File: config.mk
export PLATFORM = sky130hd
export DESIGN_NAME = pwm_bank
export DESIGN_NICKNAME = d
export VERILOG_FILES = /design/src/rtl/pwm_bank_pkg.sv /design/src/rtl/pwm_bank_timebase.sv /design/src/rtl/pwm_bank_regs.sv /design/src/rtl/pwm_bank_channel.sv /design/src/rtl/pwm_bank.sv
export SDC_FILE = /design/constraint.sdc
export NUM_CORES = 2
export LEC_CHECK = 0
export ABC_AREA = 1
export CORE_MARGIN = 5
export CORE_UTILIZATION = 35
export CTS_CLUSTER_SIZE = 20
export DETAILED_ROUTE_END_ITERATION = 10
export HOLD_SLACK_MARGIN = 0.05
export PLACE_DENSITY = 0.58
export SLEW_MARGIN = 20
export SYNTH_ARGS = -nofsm -noshare
export SYNTH_HDL_FRONTEND = slang
export SYNTH_HIERARCHICAL = 1
export SYNTH_SLANG_ARGS = --single-unit
File: constraint.sdc
create_clock -name clk -period 5.75 [get_ports clk]
set_input_delay 1.4375 -clock clk [delete_from_list [all_inputs] [get_ports clk]]
set_output_delay 1.4375 -clock clk [all_outputs]
set_load 0.05 [all_outputs]
File: src/rtl/pwm_bank_pkg.sv
package pwm_bank_pkg;
  localparam int DW          = 8;
  localparam int MAX_CH      = 16;
  localparam int A_DIVIDE    = 0;
  localparam int A_LAST      = 1;
  localparam int A_EN_LO     = 2;
  localparam int A_EN_HI     = 3;
  localparam int A_SYNC_LO   = 4;
  localparam int A_SYNC_HI   = 5;
  localparam int A_EDGE_BASE = 16;
endpackage

File: src/rtl/pwm_bank_timebase.sv
module pwm_bank_timebase
  import pwm_bank_pkg::*;
(
  input  logic          clk,
  input  logic          rst,
  input  logic [DW-1:0] divide,
  input  logic [DW-1:0] last_step,
  output logic [DW-1:0] step_cnt,
  output logic          step_new,
  output logic          boundary
);
  logic [DW-1:0] div_q;
  logic          tick;
  logic          wrap;

  // >= so that a shrunken setting ends the current count at once
  assign tick     = (div_q >= divide);
  assign wrap     = (step_cnt >= last_step);
  assign boundary = tick & wrap;

  always_ff @(posedge clk) begin
    if (rst) begin
      div_q    <= '0;
      step_cnt <= '0;
      step_new <= 1'b1;
    end else begin
      div_q    <= tick ? '0 : div_q + 1'b1;
      step_new <= tick;
      if (tick) step_cnt <= wrap ? '0 : step_cnt + 1'b1;
    end
  end
endmodule

File: src/rtl/pwm_bank_regs.sv
module pwm_bank_regs
  import pwm_bank_pkg::*;
#(
  parameter int NUM_CH     = 16,
  parameter int ADDR_W     = 6,
  parameter bit HAS_SHADOW = 1'b1
) (
  input  logic                        clk,
  input  logic                        rst,
  input  logic                        we,
  input  logic [ADDR_W-1:0]           addr,
  input  logic [DW-1:0]               wdata,
  input  logic                        boundary,
  output logic [DW-1:0]               divide,
  output logic [DW-1:0]               last_step,
  output logic [NUM_CH-1:0]           en,
  output logic [NUM_CH-1:0]           sync,
  output logic [NUM_CH-1:0][DW-1:0]   rise_act,
  output logic [NUM_CH-1:0][DW-1:0]   fall_act,
  output logic [DW-1:0]               rdata
);
  localparam int PAD_CH = MAX_CH;

  logic [PAD_CH-1:0] en_pad;
  logic [PAD_CH-1:0] sync_pad;

  always_ff @(posedge clk) begin
    if (rst) begin
      divide    <= '0;
      last_step <= '0;
      en        <= '0;
    end else if (we) begin
      if (addr == ADDR_W'(A_DIVIDE)) divide    <= wdata;
      if (addr == ADDR_W'(A_LAST))   last_step <= wdata;
      for (int c = 0; c < NUM_CH; c++)
        if (addr == ADDR_W'(A_EN_LO + c / 8)) en[c] <= wdata[c % 8];
    end
  end

  generate
    if (HAS_SHADOW) begin : g_sync
      always_ff @(posedge clk) begin
        if (rst) sync <= '0;
        else if (we)
          for (int c = 0; c < NUM_CH; c++)
            if (addr == ADDR_W'(A_SYNC_LO + c / 8)) sync[c] <= wdata[c % 8];
      end
    end else begin : g_nosync
      assign sync = '0;
    end
  endgenerate

  for (genvar c = 0; c < NUM_CH; c++) begin : g_edge
    localparam logic [ADDR_W-1:0] A_R = ADDR_W'(A_EDGE_BASE + 2 * c);
    localparam logic [ADDR_W-1:0] A_F = ADDR_W'(A_EDGE_BASE + 2 * c + 1);
    logic wr_r, wr_f;
    assign wr_r = we && (addr == A_R);
    assign wr_f = we && (addr == A_F);

    if (HAS_SHADOW) begin : g_shd
      logic [DW-1:0] rise_hold, fall_hold;
      always_ff @(posedge clk) begin
        if (rst) begin
          rise_hold   <= '0;
          fall_hold   <= '0;
          rise_act[c] <= '0;
          fall_act[c] <= '0;
        end else begin
          if (wr_r) rise_hold <= wdata;
          if (wr_f) fall_hold <= wdata;
          if (wr_r && !sync[c])         rise_act[c] <= wdata;
          else if (boundary && sync[c]) rise_act[c] <= rise_hold;
          if (wr_f && !sync[c])         fall_act[c] <= wdata;
          else if (boundary && sync[c]) fall_act[c] <= fall_hold;
        end
      end
    end else begin : g_direct
      always_ff @(posedge clk) begin
        if (rst) begin
          rise_act[c] <= '0;
          fall_act[c] <= '0;
        end else begin
          if (wr_r) rise_act[c] <= wdata;
          if (wr_f) fall_act[c] <= wdata;
        end
      end
    end
  end

  assign en_pad   = PAD_CH'(en);
  assign sync_pad = PAD_CH'(sync);

  always_comb begin
    rdata = '0;
    if (addr == ADDR_W'(A_DIVIDE))  rdata = divide;
    if (addr == ADDR_W'(A_LAST))    rdata = last_step;
    if (addr == ADDR_W'(A_EN_LO))   rdata = en_pad[7:0];
    if (addr == ADDR_W'(A_EN_HI))   rdata = en_pad[15:8];
    if (addr == ADDR_W'(A_SYNC_LO)) rdata = sync_pad[7:0];
    if (addr == ADDR_W'(A_SYNC_HI)) rdata = sync_pad[15:8];
    for (int c = 0; c < NUM_CH; c++) begin
      if (addr == ADDR_W'(A_EDGE_BASE + 2 * c))     rdata = rise_act[c];
      if (addr == ADDR_W'(A_EDGE_BASE + 2 * c + 1)) rdata = fall_act[c];
    end
  end
endmodule

File: src/rtl/pwm_bank_channel.sv
module pwm_bank_channel
  import pwm_bank_pkg::*;
(
  input  logic          clk,
  input  logic          rst,
  input  logic          step_new,
  input  logic [DW-1:0] step_cnt,
  input  logic [DW-1:0] rise_pos,
  input  logic [DW-1:0] fall_pos,
  input  logic          enable,
  output logic          level
);
  logic hit_r, hit_f, nxt;

  assign hit_r = (step_cnt == rise_pos);
  assign hit_f = (step_cnt == fall_pos);

  always_comb begin
    nxt = level;
    if (step_new) begin
      if (hit_r && hit_f) nxt = ~level;
      else if (hit_r)     nxt = 1'b1;
      else if (hit_f)     nxt = 1'b0;
    end
  end

  always_ff @(posedge clk) begin
    if (rst) level <= 1'b0;
    else     level <= enable ? nxt : 1'b0;
  end
endmodule

File: src/rtl/pwm_bank.sv
module pwm_bank
  import pwm_bank_pkg::*;
#(
  parameter int NUM_CH     = 16,
  parameter int ADDR_W     = 6,
  parameter bit HAS_SHADOW = 1'b1
) (
  input  logic              clk,
  input  logic              rst,
  input  logic              reg_we,
  input  logic [ADDR_W-1:0] reg_addr,
  input  logic [DW-1:0]     reg_wdata,
  output logic [DW-1:0]     reg_rdata,
  output logic [NUM_CH-1:0] pwm_out
);
  logic [DW-1:0]             divide, last_step, step_cnt;
  logic                      step_new, boundary;
  logic [NUM_CH-1:0]         en, sync;
  logic [NUM_CH-1:0][DW-1:0] rise_act, fall_act;

  pwm_bank_timebase u_tb (
    .clk(clk), .rst(rst), .divide(divide), .last_step(last_step),
    .step_cnt(step_cnt), .step_new(step_new), .boundary(boundary)
  );

  pwm_bank_regs #(.NUM_CH(NUM_CH), .ADDR_W(ADDR_W), .HAS_SHADOW(HAS_SHADOW)) u_regs (
    .clk(clk), .rst(rst), .we(reg_we), .addr(reg_addr), .wdata(reg_wdata),
    .boundary(boundary), .divide(divide), .last_step(last_step), .en(en),
    .sync(sync), .rise_act(rise_act), .fall_act(fall_act), .rdata(reg_rdata)
  );

  for (genvar c = 0; c < NUM_CH; c++) begin : g_ch
    pwm_bank_channel u_ch (
      .clk(clk), .rst(rst), .step_new(step_new), .step_cnt(step_cnt),
      .rise_pos(rise_act[c]), .fall_pos(fall_act[c]), .enable(en[c]),
      .level(pwm_out[c])
    );
  end
endmodule

# --- Yosys cells after proc, flatten, opt, wreduce, memory -nomap -nowiden ---
# Index checks and enable logic that the tools add are counted.
word_totals:
  ff_bits: 593
op_classes:
  add_sub_neg: 2
  n_lt_le_gt_ge: 2
  eq_ne: 69
  mux: 151
  bitwise_logic: 33
  n_reduce_logical: 200
op_table:
  columns: ["cell", "count"]
  rows:
  - ["$mux W8", 103]
  - ["$eq A8 B8 Y1", 32]
  - ["$eq A6 B5 Y1 const B", 16]
  - ["$eq A6 B6 Y1 const B", 16]
  - ["$logic_and A1 B1 Y1", 96]
  - ["$reduce_bool A2 Y1", 32]
  - ["$mux W1", 48]
  - ["$reduce_bool A3 Y1", 16]
  - ["$reduce_and A2 Y1", 22]
  - ["$reduce_or A2 Y1", 17]
  - ["$not A1 Y1", 32]
  - ["$add A8 B1 Y8 const B", 2]
  - ["$ge A8 B8 Y1", 2]
  - ["$logic_not A1 Y1", 16]
  - ["$eq A6 B2 Y1 const B", 2]
  - ["$eq A6 B3 Y1 const B", 2]
  - ["$eq A6 B1 Y1 const B", 1]
  - ["$logic_not A6 Y1", 1]
  - ["$and A1 B1 Y1", 1]

# --- Logic depth before layout (Yosys ltp) ---
logic_depth:
  depth_word: 39
  depth_mapped: 26

# --- Modules after synthesis ---
# Netlist, hierarchy kept.
by_module_without_submodules:
  columns: ["mod", "instances", "cells_each", "area_per_inst_um2", "seq_area_each_um2"]
  rows:
  - ["pwm_bank_regs", 1, 3364, 23963.0, 11210.8]
  - ["pwm_bank_channel", 16, 75, 335.3, 20.0]
  - ["pwm_bank_timebase", 1, 175, 1308.8, 340.3]

# --- Worst setup path before layout ---
# OpenSTA, ideal clock, no wires.
synth_path:
  kind: "input-to-output"
  from: "in reg_addr[2]"
  to: "out reg_rdata[7]"
  arrival_time_ns: 3.550
  path_slack_ns: 0.763
  cell_stages: 25
  path_cell_list: "inv_2 nor2_1 nand2_1 nor2_4 inv_2 nor2_1 nor2_1 nand2_1 nand3_1 nand2_1 nand4_1 nand2_1 nand4_1 nand2_1 nand4_1 nand2_1 nand4_1 nand2_1 nand3_1 nand2_1 nand4_1 nor2_1 nand3_1 nand2_1 nand4_1"
synth_via:
  elab_chain_len: 39
  elab_cells_between_ends: 76
  cone_classes: "eq/ne: 37; mux: 38; reduce/logical: 1"
synth_rtl:
  columns: ["item", "line_no", "source"]
  rows:
  - ["start, declared", "pwm_bank.sv:11", "input logic [ADDR_W-1:0] reg_addr,"]
  - ["$logic_not A6 Y1", "pwm_bank_regs.sv:95", "if (addr == ADDR_W'(A_DIVIDE)) rdata = divide;"]
  - ["$mux W8", "pwm_bank_regs.sv:95", null]
  - ["$mux W8", "pwm_bank_regs.sv:96", "if (addr == ADDR_W'(A_LAST)) rdata = last_step;"]
  - ["$mux W8", "pwm_bank_regs.sv:97", "if (addr == ADDR_W'(A_EN_LO)) rdata = en_pad[7:0];"]
  - ["$mux W8", "pwm_bank_regs.sv:98", "if (addr == ADDR_W'(A_EN_HI)) rdata = en_pad[15:8];"]
  - ["$mux W8", "pwm_bank_regs.sv:99", "if (addr == ADDR_W'(A_SYNC_LO)) rdata = sync_pad[7:0];"]
  - ["$mux W8", "pwm_bank_regs.sv:100", "if (addr == ADDR_W'(A_SYNC_HI)) rdata = sync_pad[15:8];"]
  - ["$mux W8", "pwm_bank_regs.sv:102", "if (addr == ADDR_W'(A_EDGE_BASE + 2 * c)) rdata = rise_act[c];"]
  - ["(+23 left out)", null, null]
  - ["$mux W8", "pwm_bank_regs.sv:102", null]
  - ["$mux W8", "pwm_bank_regs.sv:103", "if (addr == ADDR_W'(A_EDGE_BASE + 2 * c + 1)) rdata = fall_act[c];"]
  - ["$mux W8", "pwm_bank_regs.sv:102", null]
  - ["$mux W8", "pwm_bank_regs.sv:103", null]
  - ["$mux W8", "pwm_bank_regs.sv:102", null]
  - ["$mux W8", "pwm_bank_regs.sv:103", null]
  - ["$mux W8", "pwm_bank_regs.sv:102", null]
  - ["$mux W8 *", "pwm_bank_regs.sv:103", null]
  - ["end, declared", "pwm_bank.sv:13", "output logic [DW-1:0] reg_rdata,"]
# Every way passes the cells marked *; elsewhere a longest branch is shown, timed or not.

# --- Worst setup path after layout ---
layout_path:
  from: "in reg_addr[3]"
  to: "out reg_rdata[5]"
# The elaborated chain is that of the path after synthesis.

==> impl_summary.md <==
Outcome
The flow ran to the end, but the final reports show violations. The checks that failed: negative setup slack.

Drt
After detailed routing, the met2 layer carries approximately 50000 um of wire. The first-pass iteration count of the detailed router is 6. The highest layer touched by signal routing is met4. The routed layout has ~31000 vias. The met3 wire length is ~7000 um. The number of DRC markers in iteration 0 is approximately 2700. After detailed routing, the total wire length is 113000 um. The number of nets still failing antenna checks after routing is 0. Using the TritonRoute via totals, the vias-per-cell ratio works out to between 5 and 6. The total routed wire length on the met1 layer is ~52000 um.

The wire length per cell is around 19 um. In the routed design, unresolved DRC markers number 0.

Cells and area
The most frequent standard cell in the layout excluding fill and tap cells is sky130_fd_sc_hd__nand2_1. The area added between synthesis and finish is 16.6%. Leaving out fill and tap cells, the most frequent cells in the layout are sky130_fd_sc_hd__nand2_1, sky130_fd_sc_hd__inv_1, sky130_fd_sc_hd__dfxtp_1. For this run, the post-layout net count is 4876. The count of antenna diodes in the layout is 0. The share of layout cells above drive strength 1 is roughly 12%. After filler insertion, the fill cell instance count of the layout stands at ~9000.

The finished layout holds 6045 standard cells, fillers aside.

Timing
The maximum clock frequency is 171 MHz. The final critical-path required period is roughly 5.9 ns. The number of endpoints failing setup at the final stage is 5. For the pin with the worst max-slew slack, the measured transition is about 1.1 ns. Setup slack on the critical path of the routed design comes to -0.100 ns. The normalized max-slew margin is between 20 and 30%.

The number of slew-limit violations in the final report was 0. The final worst-path cycle share is 102%. The number of hold violations in the final report came to 0. Setup repair after global routing could not meet its margin everywhere. For the final database, setup skew stands at 0.0279 ns.

Worst setup path
The timing startpoint of the critical path is reg_addr[3]. The most frequent cell on the critical path is sky130_fd_sc_hd__nand2_2. The maximum single-stage delay on the critical path is ~0.17 ns. The reg-to-reg critical path startpoint is u_regs/last_step[2]. The cell with the biggest individual delay on the critical path is sky130_fd_sc_hd__nor2_2. STA classifies the critical path startpoint as a primary input. STA classifies the critical path endpoint as an output pin. The required time reported for the critical path endpoint is between 4 and 5 ns. The largest fanout of any net on the critical path is 8. The signal arrival time at the worst endpoint is between 4 and 5 ns. The worst setup path is of the primary input to output pin kind.

Die
From bottom edge to top edge, the die measures roughly 310 um. The width of the chip is around 310 um. For this configuration, the core starts out at a cell density of between 30% and 40%.

The area of the core is between 0.08 and 0.09 mm^2. The number of top-level pins is just over 40. The die footprint is between 0.09 and 0.1 mm^2. After floorplanning, the core was divided into around 110 placement rows.

GRT
The total global-route track usage is between 20% and 30%. The first global-routing pass estimated ~170000 um of wire. The overflow left after global routing is 0. The via count of the first global-routing pass is about 28000.

Entering global routing, the biggest net connects approximately 150 pins. The number of antenna violations at the first check in global routing is 1.

Yosys
The net count after synthesis is between 4000 and 5000. Summing every instance area after synthesis gives around 0.031 mm^2. The number of flip-flops and latches in the synthesized netlist is between 500 and 600. The mean post-synth cell area is between 6 and 7 um^2. In the synthesized netlist, the number of instances is about 4700.

The synthesized netlist contains 41 unique library cells. The count of flip-flops with a built-in enable after synthesis is 0. The most used flip-flop cell after synthesis is sky130_fd_sc_hd__dfxtp_1. The share of the Yosys chip area taken by registers is between 30% and 40%. In the synthesized netlist the async set-or-reset flop fraction comes to 0%. The Yosys step of the flow raised 6 warnings.

Clock tree
In this run the deepest clock path goes through 3 buffers. The clock latency of the later-clocked register in the worst-skew pair is roughly 0.63 ns. The total number of H-tree levels is 3. The cell chosen for the clock root is sky130_fd_sc_hd__clkbuf_16. The clock-pin slew of the registers on the worst-case setup and hold paths is ~0.06 ns.

The CTS tree is yes. The clock buffer count from CTS is 69. Clock tree synthesis found a total of slightly below 600 sinks.

Pwr
For this design the ratio of total power to cell area is ~250 mW/mm^2. The leakage power is about 14 nW. The maximum ir drop on the vdd rail is just under 0.2 mV.

Summing internal, switching and leakage power gives 9.04 mW.

Run
The count of maximum capacitance violations is 0.

Placed design
The number of buffers added on ports is 40. The congestion estimate from routability-driven global placement came to 0.922. The post-DP HPWL is ~74000 um. The cell count after placement is around 6000.

Hold path
The class of the tightest hold or removal check is register to register. The hold path startpoint is u_regs/g_edge[5].g_shd.fall_hold[7].
[registers in the layout (all words and copies together) (netlist names)]
| signal | count |
|---|---|
| g_ch.u_ch/level | 16 |
| u_regs/divide | 8 |
| u_regs/en | 16 |
| u_regs/fall_act | 128 |
| u_regs/g_edge.g_shd.fall_hold | 128 |
| u_regs/g_edge.g_shd.rise_hold | 128 |
| u_regs/last_step | 8 |
| u_regs/rise_act | 128 |
| u_regs/sync | 16 |
| u_tb/div_q | 8 |
| u_tb/step_cnt | 8 |
| u_tb/step_new | 1 |
[repair_timing]
action | in CTS | in global routing
buffers inserted | 4 | 8
hold buffers | 0 | 0
endpoints found under the setup margin | 8 | 8
pin swaps | 20 | 67
gates resized for setup | 62 | 65
[worst paths after layout]
| path | cells past startpoint | to | slack [ns] |
|---|---|---|---|
| worst max-delay path | 30 | reg_rdata[5] | -0.10 |
| worst min register to register | 2 | u_regs/g_edge[5].g_shd.fall_hold[7] | 0.45 |
| worst min-delay path | 2 | u_regs/g_edge[5].g_shd.fall_hold[7] | 0.45 |
| worst max register to register | 16 | u_regs/rise_act[67] | 1.80 |
[report_power, final]
group | internal [mW] | switching [mW] | leakage [nW]
Sequential | 4.13 | 0.0290 | 4.78
Combinational | 0.150 | 0.404 | 8.18
Clock | 2.47 | 1.86 | 1.09
Total | 6.75 | 2.29 | 14.0
[cell families after synthesis]
group	synth area share, %
simple gates	27.1
flops	38.7
fa+ha+maj	0.735
compound gates	19.9
xor+xnor	1.66
buf+inv	11.9
[layer usage]
metal / vias up / track usage (%)
met5: - / 0
met3: 166 / 2.62
met1: 14352 / 32.6
met2: 979 / 37.4
met4: 0 / 6.74
li1: 15334 / -
[metrics by stage]
stage	setup TNS [ns]	util, %	setup slack [ns]	hold slack [ns]	instance area [um^2]
2_1_floorplan	0	-	0.763	0.430	30600
3_3_place_gp	-3.64	38.1	-0.539	0.441	33100
3_5_place_dp	-3.65	38.1	-0.505	0.445	33100
4_1_cts	-0.0766	40.8	-0.0766	0.454	35400
5_1_grt	-1.71	41.1	-0.336	0.472	35700
6_report	-0.257	41.1	-0.100	0.453	35700
[Yosys cell counts, types with 4 or more instances]
cell type,n,area share (%)
sky130_fd_sc_hd__nand3_1,118,1.9
sky130_fd_sc_hd__buf_1,4,0.049
sky130_fd_sc_hd__a221oi_1,19,0.54
sky130_fd_sc_hd__a21boi_1,16,0.39
sky130_fd_sc_hd__nor2_2,70,1.4
sky130_fd_sc_hd__nand3b_1,19,0.47
sky130_fd_sc_hd__nand2_1,1205,15
sky130_fd_sc_hd__or2_2,16,0.33
sky130_fd_sc_hd__xnor2_1,51,1.5
sky130_fd_sc_hd__o221ai_1,25,0.71
sky130_fd_sc_hd__o21bai_1,16,0.39
sky130_fd_sc_hd__nor2_4,8,0.29
sky130_fd_sc_hd__clkinv_1,13,0.16
sky130_fd_sc_hd__nand4_1,66,1.3
sky130_fd_sc_hd__inv_1,668,8.2
sky130_fd_sc_hd__o21ai_1,45,0.74
sky130_fd_sc_hd__a21oi_1,463,7.6
sky130_fd_sc_hd__o22ai_1,114,2.3
sky130_fd_sc_hd__ha_1,18,0.74
sky130_fd_sc_hd__o21ai_0,307,5.0
sky130_fd_sc_hd__xor2_1,7,0.20
sky130_fd_sc_hd__a31oi_1,67,1.4
sky130_fd_sc_hd__dfxtp_1,593,39
sky130_fd_sc_hd__or2_0,5,0.10
sky130_fd_sc_hd__clkbuf_1,172,2.1
sky130_fd_sc_hd__nor2_1,475,5.8
sky130_fd_sc_hd__a22oi_1,30,0.74
sky130_fd_sc_hd__inv_2,107,1.3
[worst max-delay path: cells and delay by family]
family,cells,cell delay [ns]
and+or+nand+nor,23,2.30
buffers and inverters,7,0.65
[layout make-up]
class / instances / area, um^2 / area share [%]
clock buffers: 92 / 1920 / 5.38
clock inverters: 28 / 274 / 0.767
inverters: 789 / 3010 / 8.42
multi-input cells: 3178 / 15400 / 43.1
flip-flops and latches: 593 / 11900 / 33.3
well taps: 1155 / 1450 / 4.04
repair buffers: 210 / 1810 / 5.07
Note: power is estimated with default switching activity, not from simulation.
